--- src/rtl/sync_counter_pkg.sv ---
package sync_counter_pkg;
  typedef struct packed {
    logic doLoad;
    logic doCount;
  } ctrStrobes_t;
endpackage

--- src/rtl/ctr_control.sv ---
module ctr_control
  import sync_counter_pkg::*;
(
  input  logic        clk,
  input  logic        clearN,
  input  logic        loadN,
  input  logic        cntEnable,
  input  logic        chainEnable,
  output ctrStrobes_t strobes
);
  // preset outranks stepping; stepping needs both enables
  always_comb begin
    strobes.doLoad  = ~loadN;
    strobes.doCount = loadN & cntEnable & chainEnable;
  end

  AST_STEP_NEEDS_BOTH: assert property (@(posedge clk) disable iff (!clearN)
    strobes.doCount |-> (cntEnable && chainEnable));
  AST_LOAD_BLOCKS_STEP: assert property (@(posedge clk) disable iff (!clearN)
    !loadN |-> !strobes.doCount);
endmodule

--- src/rtl/ctr_datapath.sv ---
module ctr_datapath
  import sync_counter_pkg::*;
#(
  parameter int WIDTH = 4
) (
  input  logic             clk,
  input  logic             clearN,
  input  ctrStrobes_t      strobes,
  input  logic [WIDTH-1:0] dataIn,
  input  logic             chainEnable,
  output logic [WIDTH-1:0] countQ,
  output logic             carryOut
);
  localparam logic [WIDTH-1:0] ALL_ONES = {WIDTH{1'b1}};

  logic [WIDTH-1:0] toggleMask;
  logic [WIDTH-1:0] nextCount;
  logic             atTop;

  // look-ahead: bit i toggles when every lower bit is one
  genvar i;
  generate
    for (i = 0; i < WIDTH; i++) begin : g_look
      if (i == 0) begin : g_lsb
        assign toggleMask[i] = 1'b1;
      end else begin : g_upper
        assign toggleMask[i] = &countQ[i-1:0];
      end
    end
  endgenerate

  assign atTop = toggleMask[WIDTH-1] & countQ[WIDTH-1];

  always_comb begin
    if (strobes.doLoad)       nextCount = dataIn;
    else if (strobes.doCount) nextCount = countQ ^ toggleMask;
    else                      nextCount = countQ;
  end

  always_ff @(posedge clk or negedge clearN) begin
    if (!clearN) countQ <= '0;
    else         countQ <= nextCount;
  end

  assign carryOut = atTop & chainEnable;

  AST_CLEAR_ZERO: assert property (@(posedge clk)
    !clearN |-> (countQ == '0));
  AST_LOAD_COPY: assert property (@(posedge clk) disable iff (!clearN)
    strobes.doLoad |=> (countQ == $past(dataIn)));
  AST_STEP_ONE: assert property (@(posedge clk) disable iff (!clearN)
    (strobes.doCount && countQ != ALL_ONES) |=> (countQ == $past(countQ) + 1'b1));
  AST_HOLD_STEADY: assert property (@(posedge clk) disable iff (!clearN)
    (!strobes.doLoad && !strobes.doCount) |=> $stable(countQ));
  AST_WRAP_ZERO: assert property (@(posedge clk) disable iff (!clearN)
    (strobes.doCount && countQ == ALL_ONES) |=> (countQ == '0 && !carryOut));
  AST_CARRY_GATED: assert property (@(posedge clk) disable iff (!clearN)
    carryOut |-> (chainEnable && countQ == ALL_ONES));
endmodule

--- src/rtl/sync_counter.sv ---
module sync_counter
  import sync_counter_pkg::*;
#(
  parameter int WIDTH = 4
) (
  input  logic             clk,
  input  logic             clearN,
  input  logic             loadN,
  input  logic [WIDTH-1:0] dataIn,
  input  logic             cntEnable,
  input  logic             chainEnable,
  output logic [WIDTH-1:0] countOut,
  output logic             carryOut
);
  ctrStrobes_t strobes;

  ctr_control u_control (
    .clk         (clk),
    .clearN      (clearN),
    .loadN       (loadN),
    .cntEnable   (cntEnable),
    .chainEnable (chainEnable),
    .strobes     (strobes)
  );

  ctr_datapath #(.WIDTH(WIDTH)) u_datapath (
    .clk         (clk),
    .clearN      (clearN),
    .strobes     (strobes),
    .dataIn      (dataIn),
    .chainEnable (chainEnable),
    .countQ      (countOut),
    .carryOut    (carryOut)
  );
endmodule

--- config.mk ---
export PLATFORM = sky130hd
export DESIGN_NAME = sync_counter
export DESIGN_NICKNAME = d
export VERILOG_FILES = /design/src/rtl/sync_counter_pkg.sv /design/src/rtl/ctr_control.sv /design/src/rtl/ctr_datapath.sv /design/src/rtl/sync_counter.sv
export SDC_FILE = /design/constraint.sdc
export NUM_CORES = 1
export LEC_CHECK = 0
export ABC_AREA = 1
export BUFFER_PORTS_ARGS = -buffer_cell sky130_fd_sc_hd__clkbuf_2
export CAP_MARGIN = 10
export CORE_AREA = 2 2 39 41
export DETAILED_ROUTE_END_ITERATION = 12
export DIE_AREA = 0 0 41 43
export PLACE_DENSITY_LB_ADDON = 0.3
export SKIP_CTS_REPAIR_TIMING = 1
export SLEW_MARGIN = 40
export SYNTH_ARGS = -nofsm -noshare
export SYNTH_HDL_FRONTEND = slang
export SYNTH_SLANG_ARGS = --single-unit
--- constraint.sdc ---
create_clock -name clk -period 2.5 [get_ports clk]
set_input_delay 0.25 -clock clk [delete_from_list [all_inputs] [get_ports clk]]
set_output_delay 0.25 -clock clk [all_outputs]
set_load 0.01 [all_outputs]
## Word level (Yosys, flattened, before mapping)

Cells that the tools add are included.

- Register bits after elaboration: 4
- Bits of input ports: 9
- Output and inout bits: 5
- Word-level logic and storage cells: 11

- Equality and inequality tests: 1
- Muxes and demuxes: 2
- Bitwise operators: 5
- Reductions and logical operators: 2

Operators with widths:

| operator | number |
|---|---|
| $mux 4 | 2 |
| $and 1x1->1 | 4 |
| $xor 4x4->4 | 1 |
| $reduce_and 3->1 | 1 |
| $ne 2x1->1 const B | 1 |
| $reduce_and 2->1 | 1 |

## Logic depth before layout (Yosys ltp)

- Word-level depth: 4
- Mapped depth: 7

## Modules after synthesis

Synthesis repeated with hierarchy kept, for this count alone.

- Cell total of the unflattened synthesis: 31
- Area total of the unflattened synthesis: 245.2 um^2

By module, submodules not included:

| module | instances | cells each | area each (um^2) | seq. area each (um^2) |
|---|---|---|---|---|
| ctr_datapath | 1 | 27 | 227.7 | 100.1 |
| ctr_control | 1 | 4 | 17.5 | 0.0 |

## Least setup slack after synthesis

OpenSTA, ideal clock, no wires.

- Kind: register to register
- Start point: reg u_datapath.countQ[0]
- End point: reg u_datapath.countQ[3]
- Setup time: 0.117 ns
- Data arrival time: 1.239 ns
- Slack: 1.145 ns
- Cell stages (with the launch flop): 8
- Buffers on the path: 0
- Cell sequence: dfrtp_1 -> ha_1 -> ha_1 -> ha_1 -> nand2_1 -> nand2_1 -> nand2_1 -> nand2_1

- Longest elaborated chain between the ends: 4

RTL lines:

| item | RTL line | text |
|---|---|---|
| start: declaration | ctr_datapath.sv:11 | `output logic [WIDTH-1:0] countQ,` |
| start signal: assignment | ctr_datapath.sv:42 | `else countQ <= nextCount;` |
| $reduce_and 3->1 | ctr_datapath.sv:27 | `assign toggleMask[i] = &countQ[i-1:0];` |
| $xor 4x4->4 | ctr_datapath.sv:36 | `else if (strobes.doCount) nextCount = countQ ^ toggleMask;` |
| $mux 4 | ctr_datapath.sv:36 |  |
| $mux 4 | ctr_datapath.sv:35 | `if (strobes.doLoad) nextCount = dataIn;` |

Every way passes these cells. The select of a mux whose other input is x is not followed.
A chain may end at the register's enable or synchronous reset.

## Worst setup path in the final report

- Start point: reg u_datapath.countQ[0]
- End point: out carryOut

- Longest elaborated chain between the ends: 3

RTL lines:

| item | RTL line | text |
|---|---|---|
| $reduce_and 3->1 | ctr_datapath.sv:27 |  |
| $and 1x1->1 | ctr_datapath.sv:32 | `assign atTop = toggleMask[WIDTH-1] & countQ[WIDTH-1];` |
| $and 1x1->1 | ctr_datapath.sv:45 | `assign carryOut = atTop & chainEnable;` |
| end: declaration | sync_counter.sv:13 | `output logic carryOut` |

Every way passes these cells.

==> metrics.txt <==
CORE AREA between 1000 and 1500 um^2; Net Count, Synth 49; Final Hold Vio Count 0; Largest register FFs 4; GRT overflow 0; I/O Buffers 13; Reg clk slew, reported paths roughly 0.030 ns; final worst path period share 0.6555; CP Data Arrival Time between 1 and 1.5 ns; n_diodes 0; DR pass1 iterations 2; Nets 67; Tmin final about 1.6 ns; post-synthesis xor/xnor area fraction 0; max-slew violations 0; Clock Root Buffer clkbuf_4; ANT nets after route 0; Mapped Cells 37; H-tree level count 1; Synth Warn # 0; share of cells above drive strength 1 0.3208; post-synthesis sequential area ratio 0.3791; Fillers 170; Final Non-Filler Cells approximately 70; Max-Slew Margin vs Limit 0.8785; Die ar. roughly 1800 um^2; Rows 14; Cell Area, Synth ~260 um^2; Synth Area in Adders 0.1422; Setup crit start kind flip-flop; worst hold path type in -> reg; Sink Count 4; fraction of the mapped netlist area in simple logic gates 0.3934; Worst setup EP type output pin; largest family of logic cells by synthesized area simple AND/OR/NAND/NOR gates; clock latency on the worst-skew pair 0.23 ns; worst vdd ir slightly below 0.3 mV; mux cell area share after synthesis 0; initial antenna violation count 0; vias in the first global route about 280; I/O pins 14; outcome completed; Required @ worst endpoint roughly 2.3 ns; Setup CP Type reg -> out; Leak Pwr 0.2397 nW; count of different cell masters after synthesis 8; drt via density between 4 and 5; RSZ-0062 raised after global routing no; gr usage total 0.08643; Die H ~43 um; CP max FO 4; Syn Area/Cell 7.135 um^2; initial core utilization 0.1908; WL final about 570 um; area delta synth->final 40.28%; setup TNS 0 ns; DRC Markers 0; Total Power approximately 220 uW; CTS Buffer Depth 2; placed insts 65; cts bufs inserted 3; Reg2Reg Setup Slack ~1.1 ns; Least-Margin Pin Slew between 0.15 and 0.2 ns; PD cells between 500 and 600 nW/um^2; complex-gate fraction of the synthesized area 0; CTS tree built; fmax 0.6102 GHz; Vias between 200 and 300; top flop regs u_datapath.countQ x4; synthesized flop and latch total 4; DR WL/cell between 8 and 9 um; first-pass GRT wire length 972 um; iteration-0 DRC count of the detailed router 2; # setup viols final 0; RePlAce Congestion a little under 0.7; max_cap viols 0; Die X between 40 and 50 um; clk_skew ~0.0026 ns; Largest Register u_datapath.countQ; pin count of the biggest net entering global routing 10; hpwl dp between 400 and 500 um
==> cells in the final DEF, fill, tap and decap left out, drive strengths merged <==
cell	instances
dfrtp	4
nor2	1
clkbuf	16
ha	3
inv	3
dlygate4sd3	1
nand2	20
nand3	5
==> kinds of logic after synthesis <==
kind of cell | after synthesis
simple gates | 26
flops | 4
buf+inv | 4
fa+ha+maj | 3
==> cells in the mapped netlist <==
library cell / count / share of area
nand2_1: 20 / 0.28
nand3_1: 5 / 0.095
dfrtp_1: 4 / 0.38
ha_1: 3 / 0.14
inv_1: 2 / 0.028
buf_6: 1 / 0.043
inv_2: 1 / 0.014
nor2_1: 1 / 0.014
==> power by group <==
| group | switching, mW | internal (mW) |
|---|---|---|
| clock | 0.0249 | 0.0536 |
| sequential | 0.00868 | 0.0752 |
| combinational | 0.0305 | 0.0260 |
| total | 0.0641 | 0.155 |
==> worst max-delay path: stages (launching register included) <==
cell and delay [ns]:
dfrtp_1 0.40, ha_1 0.21, ha_1 0.18, ha_1 0.17, nand2_1 0.06, inv_1 0.03, clkbuf_2 0.11
==> per-layer routing <==
metal,part of all wire,vias up,global-route usage
li1,-,149,-
met1,0.49,117,0.08710
met2,0.39,13,0.1188
met3,0.11,0,0.09424
met4,0,0,0.02000
met5,0,-,0
==> cell type report <==
class	instances	area (um^2)	area share
clock buffer	3	22.52	0.06081
inverter	3	11.26	0.03041
multi-input combinational	29	141.4	0.3818
sequential	4	100.1	0.2703
tap	16	20.02	0.05405
timing repair buffer	14	75.07	0.2027
==> worst paths after layout <==
check,startpoint,end,cells past startpoint
worst max-delay path,u_datapath.countQ[0],carryOut,6
worst min-delay path,dataIn[0],u_datapath.countQ[0],3
worst max register to register,u_datapath.countQ[0],u_datapath.countQ[3],7
worst min register to register,u_datapath.countQ[3],u_datapath.countQ[3],2
max in group asynchronous,clearN,u_datapath.countQ[0],2
min in group asynchronous,clearN,u_datapath.countQ[3],2
==> stage by stage <==
stage / hold WS [ns] / utilization / setup slack (ns) / cell area [um^2]
floorplan: -0.04559 / - / 1.145 / 264.0
global placement: 0.06306 / 0.2441 / 1.119 / 337.8
detailed placement: 0.06236 / 0.2441 / 1.099 / 337.8
CTS: -0.1871 / 0.2604 / 0.8468 / 360.3
global route: 0.2402 / 0.2676 / 0.7546 / 370.4
finish: 0.2382 / 0.2676 / 0.8613 / 370.4
No activity file was read; power rests on OpenSTA's default activity.
